**src/rtl/pcnt_pkg.sv**
```systemverilog
package pcnt_pkg;

    localparam int NUM_HALVES = 2;
    localparam int IDX_LO     = 0;
    localparam int IDX_HI     = 1;

    typedef struct packed {
        logic inc_hi;
        logic inc_lo;
    } half_en_t;

    typedef struct packed {
        logic test_mode;
        logic cnt_en;
        logic tst_en_lo;
        logic tst_en_hi;
    } ctl_t;

    function automatic half_en_t steer(input ctl_t c, input logic lo_wrap);
        half_en_t e;
        e.inc_lo = c.test_mode ? c.tst_en_lo : c.cnt_en;
        e.inc_hi = c.test_mode ? c.tst_en_hi : lo_wrap;
        return e;
    endfunction

endpackage

```
**src/rtl/pcnt_half.sv**
```systemverilog
module pcnt_half #(
    parameter int W = 8
) (
    input  logic         clk,
    input  logic         rst,
    input  logic         load,
    input  logic [W-1:0] load_val,
    input  logic         inc,
    output logic [W-1:0] q,
    output logic         carry
);
    localparam logic [W-1:0] TOP = {W{1'b1}};
    localparam logic [W-1:0] ONE = {{(W-1){1'b0}}, 1'b1};

    always_ff @(posedge clk) begin
        if (rst)       q <= '0;
        else if (load) q <= load_val;
        else if (inc)  q <= q + ONE;
    end

    assign carry = !rst && !load && inc && (q == TOP);

    a_r2_load_value: assert property (@(posedge clk) disable iff (rst)
        load |=> q == $past(load_val));
    a_r3_step: assert property (@(posedge clk) disable iff (rst)
        (!load && inc) |=> q == $past(q) + ONE);
    a_r3_hold: assert property (@(posedge clk) disable iff (rst)
        (!load && !inc) |=> $stable(q));
    a_r7_wrap_zero: assert property (@(posedge clk) disable iff (rst)
        carry |=> q == '0);
endmodule

```
**src/rtl/pcnt_link.sv**
```systemverilog
module pcnt_link
    import pcnt_pkg::*;
(
    input  ctl_t     ctl,
    input  logic     lo_carry,
    output half_en_t en
);
    assign en = steer(ctl, lo_carry);

    always_comb begin
        if (ctl.test_mode)
            a_r6_hi_own_enable: assert (en.inc_hi == ctl.tst_en_hi);
    end
endmodule

```
**src/rtl/pcnt_top.sv**
```systemverilog
module pcnt_top
    import pcnt_pkg::*;
#(
    parameter int HALF_W = 8
) (
    input  logic                clk,
    input  logic                rst,
    input  logic                cnt_en,
    input  logic                test_mode,
    input  logic                tst_en_lo,
    input  logic                tst_en_hi,
    input  logic                load,
    input  logic [2*HALF_W-1:0] load_val,
    output logic [2*HALF_W-1:0] count,
    output logic                carry_lo,
    output logic                carry_hi
);
    localparam int CNT_W = NUM_HALVES * HALF_W;

    ctl_t                  ctl;
    half_en_t              en;
    logic [NUM_HALVES-1:0] inc;
    logic [NUM_HALVES-1:0] carry;

    assign ctl = '{test_mode: test_mode, cnt_en: cnt_en,
                   tst_en_lo: tst_en_lo, tst_en_hi: tst_en_hi};
    assign inc[IDX_LO] = en.inc_lo;
    assign inc[IDX_HI] = en.inc_hi;

    pcnt_link u_link (
        .ctl      (ctl),
        .lo_carry (carry[IDX_LO]),
        .en       (en)
    );

    for (genvar i = 0; i < NUM_HALVES; i++) begin : g_half
        pcnt_half #(.W(HALF_W)) u_half (
            .clk      (clk),
            .rst      (rst),
            .load     (load),
            .load_val (load_val[i*HALF_W +: HALF_W]),
            .inc      (inc[i]),
            .q        (count[i*HALF_W +: HALF_W]),
            .carry    (carry[i])
        );
    end

    assign carry_lo = carry[IDX_LO];
    assign carry_hi = carry[IDX_HI];

    a_r1_reset_zero: assert property (@(posedge clk)
        rst |=> count == '0);
    a_r4_full_wrap: assert property (@(posedge clk) disable iff (rst)
        (!load && !test_mode && cnt_en && count == {CNT_W{1'b1}}) |=> count == '0);
    a_r3_idle_hold: assert property (@(posedge clk) disable iff (rst)
        (!load && !test_mode && !cnt_en) |=> $stable(count));
    a_r5_lo_ignores_cnt_en: assert property (@(posedge clk) disable iff (rst)
        (!load && test_mode && !tst_en_lo) |=> $stable(count[HALF_W-1:0]));
endmodule

```
**config.mk**
```make
export PLATFORM = sky130hd
export DESIGN_NAME = pcnt_top
export DESIGN_NICKNAME = d
export VERILOG_FILES = /design/src/rtl/pcnt_pkg.sv /design/src/rtl/pcnt_half.sv /design/src/rtl/pcnt_link.sv /design/src/rtl/pcnt_top.sv
export SDC_FILE = /design/constraint.sdc
export NUM_CORES = 1
export LEC_CHECK = 0
export ABC_CLOCK_PERIOD_IN_PS = 3250
export BUFFER_PORTS_ARGS = -buffer_cell sky130_fd_sc_hd__buf_2
export CELL_PAD_IN_SITES_DETAIL_PLACEMENT = 1
export CELL_PAD_IN_SITES_GLOBAL_PLACEMENT = 1
export CORE_AREA = 2 2 54 61
export CTS_CLUSTER_DIAMETER = 30
export DETAILED_ROUTE_END_ITERATION = 6
export DIE_AREA = 0 0 56 63
export PLACE_DENSITY_LB_ADDON = 0.08
export SLEW_MARGIN = 25
export SYNTH_ARGS = -nofsm -noshare
export SYNTH_HDL_FRONTEND = slang
export SYNTH_SLANG_ARGS = --single-unit
export TNS_END_PERCENT = 5
```
**constraint.sdc**
```tcl
create_clock -name clk -period 3.25 [get_ports clk]
set_input_delay 0.65 -clock clk [delete_from_list [all_inputs] [get_ports clk]]
set_output_delay 0.65 -clock clk [all_outputs]
set_load 0.02 [all_outputs]
```
==> results.toml, run 1 <==
[critical_path]
crit_chain = "buf_2, nor2b_4, a41oi_2, nor3_1, buf_2"
cp_slowest_cell = "a41oi_2"
critical_path_arrival_ns = 1.90
worstSetupEndpoint = "carry_hi"
end_kind = "primary output"
r2r_start = "g_half[0].u_half.q[0]"
worstPathMaxFanout = 17
worst-setup-path-type = "primary input to primary output"
crit_start = "rst"
reg2reg_to = "g_half[1].u_half.q[5]"
worstRegToRegCells = 5
cp-start-kind = "primary input"
path_common_cell = "buf_2"
cp.required_ns = 2.60
regToRegSetupSlack_ns = 1.20
slowest_delay_ns = 0.52

[drt]
vias_per_cell = 5.46
drc = 0
totalWireLength_um = 2650
wire_per_inst_um = 13.7
ant_nets = 0
drt-initial-drc-count = 22
first_pass_iters = 4
routed-via-count = 1053

[timing]
setup_viol = 0
tns_ns = 0
post-route-min-period_ns = 2.55
max_freq_mhz = 393
period_share_pct = 78.4
max-slew-margin-rel_pct = 62.9
worst_pin_slew_ns = 0.557
slew_violations = 0
hold_viol = 0
finClkSkew_ns = 0.00607
grt_setup_unrepaired = "no"

[run]
max-cap-violations = 0

[final_layout]
regMostFlops = "g_half.u_half.q"
antenna_cells_inserted = 0
reg.largest.list = "g_half.u_half.q x16"
utilization_pct = 42.0
drive_above_1_share_pct = 32.1
area_delta_synth_final_pct = 26.8
nNetsFinal = 185
largest_register_ffs = 16

[power]
clkPwrFrac_pct = 28.9
intPower_w = 0.000323
sw_frac_of_total_pct = 31.1
seq_power_share_pct = 48.9
power_density_nw_per_um2 = 378
p_comb_share_pct = 22.2
power.leakage_nw = 0.521
switchingPower_w = 0.000146
vdd_ir_drop_max_mv = 0.175

[place]
portBuffers = 40
gp_congestion = 0.713
dp_hpwl_um = 2070

[synthesis]
ys_seq_area_share_pct = 32.8
synthMuxAreaShare_pct = 3.21
yosys-top-cells-area = "dfxtp_1, a211oi_1, xor2_1"
ys_types = 35
yosys_warnings = 0
synth_seq_cells = 16
synthFlopType = "dfxtp_1"
synthArstFlopShare_pct = 0
synth_edf_count = 0
syn_area_um2 = 976
synth_most_common_cell = "dfxtp_1"
synth_adder_area_share_pct = 2.56
synth_compound_area_share_pct = 18.7
synth-simple-area-share_pct = 31.9
synth_top_family_by_area = "simple AND/OR/NAND/NOR gates"
post_synth_inst_count = 120
synth_xor_area_share_pct = 6.28
avgSynthCellArea_um2 = 8.13
syn-num-nets = 145
synth_top_area_share_pct = 32.8
synth_top_cell_by_area = "dfxtp_1"
synth_commonest_cells = "dfxtp_1, nor2_1, nand2_1"

[clocking]
clk_pin_slew_ns = 0.10
htree_levels = 1
cts_tree = "yes"
cts_made_buffers = 3
post_cts_buffers = 0
root_buffer = "clkbuf_4"
cts.path.max_buffers = 2
clk_latency_ns = 0.28
cts_hold_buf = 0
ctsResizeCount = 0
cts_sinks = 16

[min_path]
worstHoldPathType = "register to register"

[floorplanning]
die_w_um = 56
initial_core_util_pct = 33.2
ios = 41
rows = 21
die_area_um2 = 3530
core_area_um2 = 2940
die_h_um = 63

[global_route]
antenna_found_initial = 0
grt_overflow = 0
grt_pass1_vias = 1023
grt_util_all_layers_pct = 16.0
grt_pass1_wl_um = 4650
grt_start_max_net_pins = 18

[status]
status = "finished, final reports clean"
## power groups by stage
stage | sequential (W) | combinational (W) | clock [W]
after floorplan | 0.000248 | 0.0000488 | 0
after detailed placement | 0.000234 | 0.000105 | 0
after global routing | 0.000233 | 0.000116 | 0.000152
after global placement | 0.000233 | 0.000104 | 0
final | 0.000229 | 0.000104 | 0.000135
after CTS | 0.000229 | 0.000106 | 0.000141
## critical path, delay by kind of cell
family          cells  cell delay [ns]
buf+inv             2             0.51
simple gates        2             0.21
compound gates      1             0.52
## layer usage
metal	share of wire, %	routed length, um	global-route usage (%)
met2	50	1330	27.2
met1	44	1150	20.4
met3	4.9	129	2.28
met5	0	0	0
met4	1.4	36	5.36
## logic make-up after synthesis
kind of cell / after synthesis
flops: 16
mux: 3
fa+ha+maj: 2
buf+inv: 11
xor+xnor: 7
simple gates: 57
compound gates: 24
## worst min-delay path by stage
stage | startpoint | endpoint | cells past startpoint
5_1_grt | g_half[0].u_half.q[1] | g_half[0].u_half.q[1] | 2
6_report | g_half[0].u_half.q[1] | g_half[0].u_half.q[1] | 2
3_3_place_gp | g_half[0].u_half.q[1] | g_half[0].u_half.q[1] | 2
4_1_cts | g_half[0].u_half.q[1] | g_half[0].u_half.q[1] | 2
3_5_place_dp | g_half[0].u_half.q[1] | g_half[0].u_half.q[1] | 2
2_1_floorplan | g_half[0].u_half.q[1] | g_half[0].u_half.q[1] | 2
## cell type report
class,count,area [um2]
fillers,395,1710
multi-input cells,93,612
flip-flops and latches,16,320
repair buffers,41,208
well taps,34,42.5
clock buffers,4,36.3
inverters,5,18.8
## per-stage QoR
stage	area (um2)	cells	hold slack (ns)	worst slack [ns]	total power, W
final	1240	193	0.525	0.703	0.000468
after global routing	1240	193	0.581	0.533	0.000501
after CTS	1240	193	0.530	0.706	0.000476
after detailed placement	1200	189	0.514	0.728	0.000339
after global placement	1200	189	0.507	0.752	0.000337
after floorplan	976	120	0.573	0.851	0.000297
## cells in the final DEF, fill, tap and decap left out, drive strengths merged, types with 4 or more instances in the layout
cell    count
a211oi      7
or4         4
inv         4
nand2      11
buf        41
xor2        6
clkbuf      4
nor2       12
dfxtp      16
nand4       6
nand3       5
Power figures use the tool's default switching activity.
==> run 2: changes to the inputs <==
ABC_CLOCK_PERIOD_IN_PS = 2500   (was 3250)
CORE_AREA = 2 2 55 63   (was 2 2 54 61)
DIE_AREA = 0 0 57 65   (was 0 0 56 63)
clock period = 2.5 ns   (was 3.25 ns; I/O delays follow)
==> run 2 against run 1 <==
- critical path depth unchanged
- flip-flop and latch count unchanged
- first-iteration DRC count decreased by 18%
- worst setup slack got worse by 0.43 ns
- die area increased by 5.0%
- highest routed layer unchanged
- sequential share of layout area decreased by 0.51 points
- wire length increased by 5.3%
- largest cell class unchanged
- global-route usage increased by 0.54 points
- clock skew decreased by 0.0036 ns
- worst hold slack got worse by 0.083 ns
- non-clock buffer count increased by 3
- critical endpoint unchanged
==> results.toml, run 2 (same netlist as run 1, synthesis figures left out) <==
[run]
max-cap-violations = 0

[final_layout]
drive_above_1_share_pct = 33.3
layout_commonest_cell = "buf_2"
nNetsFinal = 188
nFillCells = 397
final_cell_area_um2 = 1260
stdcell_count = 198
regMostFlops = "g_half.u_half.q"
largest_register_ffs = 16
layout_common_cells = "buf_2, dfxtp_1, nor2_1, nand2_1, a211oi_1"
area_delta_synth_final_pct = 29.4
antenna_cells_inserted = 0
reg.largest.list = "g_half.u_half.q x16"

[power]
vdd_ir_drop_max_mv = 0.237
power_density_nw_per_um2 = 492
power.leakage_nw = 0.535

[critical_path]
r2r_start = "g_half[0].u_half.q[0]"
cp.required_ns = 2.00
cp_slowest_cell = "dfxtp_1"
cp-start-kind = "register"
crit_chain = "ha_1, nand3_1, or2_2, nor3_1, buf_2"
critical_path_arrival_ns = 1.72
slowest_delay_ns = 0.41
regToRegSetupSlack_ns = 0.63
end_kind = "primary output"
crit_start = "g_half[1].u_half.q[0]"
worstPathMaxFanout = 5
worst-setup-path-type = "register to primary output"

[floorplanning]
die_h_um = 65
rows = 22
ios = 41
core_area_um2 = 3140
die_w_um = 57
die_area_um2 = 3710
initial_core_util_pct = 31.1

[clocking]
post_cts_buffers = 0
root_buffer = "clkbuf_4"
clk_latency_ns = 0.29
ctsResizeCount = 0
cts_made_buffers = 3
cts_tree = "yes"
htree_levels = 1
cts_sinks = 16
cts_hold_buf = 0
cts.path.max_buffers = 2
clk_pin_slew_ns = 0.11

[timing]
tns_ns = 0
period_share_pct = 89.0
max_freq_mhz = 450
post-route-min-period_ns = 2.22
finClkSkew_ns = 0.00252
hold_viol = 0
grt_setup_unrepaired = "no"
max-slew-margin-rel_pct = 84.7
slew_violations = 0
setup_viol = 0
worst_pin_slew_ns = 0.223

[global_route]
grt_pass1_vias = 1066
grt_overflow = 0
antenna_found_initial = 0
grt_start_max_net_pins = 20
grt_pass1_wl_um = 4810
grt_util_all_layers_pct = 16.5

[place]
place_inst = 194
postPlaceCellArea_um2 = 1230
gp_congestion = 0.735
portBuffers = 40
dp_hpwl_um = 2160

[drt]
drc = 0
ant_nets = 0
totalWireLength_um = 2790
drt-initial-drc-count = 18
wire_per_inst_um = 14.1
first_pass_iters = 4
routed-via-count = 1054
vias_per_cell = 5.32

[min_path]
holdCritStartpoint = "load_val[0]"
worstHoldPathType = "primary input to register"

[status]
status = "finished, final reports clean"
-- run 2: cell count changes in the layout (fill, tap and decap cells not counted) --
cell,delta
buf_4,+3
-- run 2: area by class of cell --
class / instances / area, um2 / area share, %
repair buffers: 44 / 230 / 18.2
clock buffers: 4 / 36.3 / 2.87
flip-flops and latches: 16 / 320 / 25.4
multi-input cells: 93 / 612 / 48.5
inverters: 5 / 18.8 / 1.49
well taps: 36 / 45.0 / 3.57
-- run 2: metal layers --
metal	up-vias	global-route usage, %	wire length [um]
li1	527	-	-
met1	504	20.6	1210
met2	21	29.2	1450
met3	2	2.59	118
met4	0	4.36	12
met5	-	0	0
-- run 2: critical path, delay by kind of cell (launching register included) --
| family | cells | cell delay (ns) |
|---|---|---|
| adder cells (fa/ha/maj) | 1 | 0.20 |
| buffers and inverters | 1 | 0.19 |
| flip-flops | 1 | 0.41 |
| AND/OR/NAND/NOR | 3 | 0.64 |
-- run 2: worst paths after layout --
kind / endpoint / depth (start not counted)
max: carry_hi / 5
min: g_half[0].u_half.q[0] / 3
max reg2reg: g_half[1].u_half.q[6] / 6
min reg2reg: g_half[0].u_half.q[1] / 2
-- run 2: per-stage QoR --
| stage | util (%) | power [W] | worst slack, ns | hold WS [ns] |
|---|---|---|---|---|
| final | 40.2 | 0.000621 | 0.276 | 0.442 |
| after global routing | 40.2 | 0.000667 | 0.155 | 0.432 |
| after CTS | 40.2 | 0.000637 | 0.261 | 0.428 |
| after detailed placement | 39.1 | 0.000446 | 0.598 | 0.529 |
| after global placement | 39.1 | 0.000442 | 0.593 | 0.505 |
| after floorplan | - | 0.000386 | 0.319 | 0.573 |
-- run 2: report_power, final --
group          internal (W)  switching [W]  leakage [nW]  total [W]
combinational     0.0000599      0.0000809         0.381   0.000141
sequential         0.000274      0.0000230         0.133   0.000297
clock             0.0000887      0.0000938        0.0210   0.000182
==> run 3: changes to the inputs <==
CORE_AREA = 2 2 55 62   (was 2 2 55 63)
DIE_AREA = 0 0 57 64   (was 0 0 57 65)
SYNTH_HIERARCHICAL = 1   (was default)
==> run 3 against run 2 <==
- the run now ends with setup timing left
- via count increased by 0.85%
- wire length up 4.2%
- clock skew shrank 0.0018 ns
- worst hold slack improved by 0.013 ns
- synthesized cell count shrank 5.0%
- die area is 1.5% lower
- power decreased by 5.7%
- final area rose by 6.3%
- final cell count up 1.5%
- critical path depth increased by 3
==> results.toml, run 3 <==
[status]
status = "finished, violations left"
violations = "setup timing"

[critical_path]
critical_path_arrival_ns = 2.33
reg2reg_to = "g_half[1].u_half/q[7]"
regToRegSetupSlack_ns = 0.29
end_kind = "primary output"
worstPathMaxFanout = 3
cp.required_ns = 2.00
worstRegToRegCells = 7
r2r_start = "g_half[0].u_half/q[0]"
worst-setup-path-type = "primary input to primary output"
cp-start-kind = "primary input"

[synthesis]
avgSynthCellArea_um2 = 8.36
syn-num-nets = 139
ys_seq_area_share_pct = 33.6
ys_types = 23
synthArstFlopShare_pct = 0
synth_seq_cells = 16
post_synth_inst_count = 114
synth_edf_count = 0
synth_top_cell_by_area = "dfxtp_1"
syn_area_um2 = 953
synth_top_area_share_pct = 33.6
synthFlopType = "dfxtp_1"
yosys-top-cells-area = "dfxtp_1, xor2_1, o211ai_1"
yosys_warnings = 6
synth_commonest_cells = "dfxtp_1, nand2_1"
synth_most_common_cell = "dfxtp_1"

[timing]
holdWs_ns = 0.456
worst_pin_slew_ns = 0.308
slew_violations = 0
hold_viol = 0
setup_ws_ns = -0.335
grt_setup_unrepaired = "yes"
post-route-min-period_ns = 2.83
setup_viol = 1
finClkSkew_ns = 0.000672
max_freq_mhz = 353
period_share_pct = 113
tns_ns = -0.335
max-slew-margin-rel_pct = 79.4

[global_route]
grt_pass1_vias = 1058
grt_pass1_wl_um = 4800
grt_util_all_layers_pct = 16.7
grt_overflow = 0
grt_start_max_net_pins = 20
antenna_found_initial = 0

[floorplanning]
rows = 21
die_area_um2 = 3650
die_h_um = 64
initial_core_util_pct = 31.8
core_area_um2 = 3000
ios = 41
die_w_um = 57

[drt]
ant_nets = 0
drt-initial-drc-count = 11
wl_met2_um = 1570
vias_per_cell = 5.29
highest_layer = "met4"
first_pass_iters = 4
wire_per_inst_um = 14.4
drc = 0
wl_met1_um = 1190
totalWireLength_um = 2900
dr_wl_met3_um = 117
routed-via-count = 1063

[power]
power_density_nw_per_um2 = 436
vdd_ir_drop_max_mv = 0.221
power.leakage_nw = 0.597

[min_path]
worstHoldPathType = "primary input to register"
holdCritStartpoint = "load_val[1]"
hold_end = "g_half[0].u_half/q[1]"
whs_path_depth = 3

[final_layout]
reg.largest.list = "g_half.u_half/q x16"
largest_register_ffs = 16
regMostFlops = "g_half.u_half/q"
layout_common_cells = "buf_2, buf_4, dfxtp_1, nand2_1"
nNetsFinal = 194
area_delta_synth_final_pct = 40.8
drive_above_1_share_pct = 40.1
antenna_cells_inserted = 0
stdcell_count = 201
layout_commonest_cell = "buf_2"

[place]
portBuffers = 40
gp_congestion = 0.745
place_inst = 194
dp_hpwl_um = 2150

[run]
max-cap-violations = 0

[clocking]
cts_tree = "yes"
cts_made_buffers = 3
cts.path.max_buffers = 2
cts_sinks = 16
root_buffer = "clkbuf_4"
clk_latency_ns = 0.28
clk_pin_slew_ns = 0.10
htree_levels = 1
==> run 3: changes by cell type after synthesis, sizes merged, moves of 4 or more <==
cell / before / now
a21oi: 1 / 8
buf: 2 / 6
clkbuf: 4 / 0
nor2: 12 / 8
nor3b: 0 / 6
o211ai: 1 / 8
==> run 3: cells by family after synthesis <==
family | after synthesis | share of synthesized area [%]
simple gates | 48 | 27.0
flops | 16 | 33.6
mux | 4 | 4.72
fa+ha+maj | 2 | 2.62
buf+inv | 10 | 6.56
xor+xnor | 8 | 7.35
compound gates | 26 | 18.1
==> run 3: how the worst max path moves through the flow <==
stage	from	end	slack [ns]	cells past startpoint
final	test_mode	carry_hi	-0.33	8
after global placement	test_mode	carry_hi	-0.46	8
after floorplan	test_mode	carry_hi	-0.75	8
after CTS	test_mode	carry_hi	-0.46	8
after detailed placement	test_mode	carry_hi	-0.56	8
after global routing	test_mode	carry_hi	-0.41	8
==> run 3: metal layers <==
layer	track usage (%)	up-vias
met3	3.04	4
met5	0	-
met1	17.9	504
li1	-	530
met2	31.8	25
met4	5.81	0
==> run 3: layout make-up <==
type | instances | area [um2]
clock buffers | 3 | 22.5
fillers | 375 | 1650
inverters | 4 | 15.0
multi-input cells | 88 | 613
flip-flops and latches | 16 | 320
well taps | 34 | 42.5
repair buffers | 56 | 329
==> run 3: repair_timing <==
| action | 4_1_cts | 5_1_grt |
|---|---|---|
| setup buffers | 1 | 3 |
| endpoints found under the hold margin | 0 | 0 |
| hold buffers | 0 | 0 |
| gates resized for setup | 6 | 0 |
| setup endpoints to repair | 3 | 3 |
| pin swaps | 1 | 2 |
==> run 3: metrics by stage <==
step	power [W]	cell area [um2]	setup WS [ns]	util, %
2_1_floorplan	0.000384	983	-0.751	-
3_3_place_gp	0.000441	1270	-0.455	42.4
3_5_place_dp	0.000446	1270	-0.557	42.4
4_1_cts	0.000591	1320	-0.464	44.1
5_1_grt	0.000624	1340	-0.412	44.8
6_report	0.000585	1340	-0.335	44.8
==> run 3: power by group <==
group	total (W)	leakage [nW]	switching (W)	internal (W)
Sequential	0.000291	0.133	0.0000183	0.000273
Clock	0.000139	0.0138	0.0000831	0.0000559
Combinational	0.000155	0.450	0.0000844	0.0000708
Total	0.000585	0.597	0.000186	0.000399
==> run 3: worst max-delay path: stages <==
cell and delay (ns):
buf_6 0.09, mux2_4 0.20, or3b_4 0.40, nor4_4 0.24, mux2_4 0.20, or3b_4 0.40
nor4_4 0.13, buf_4 0.17
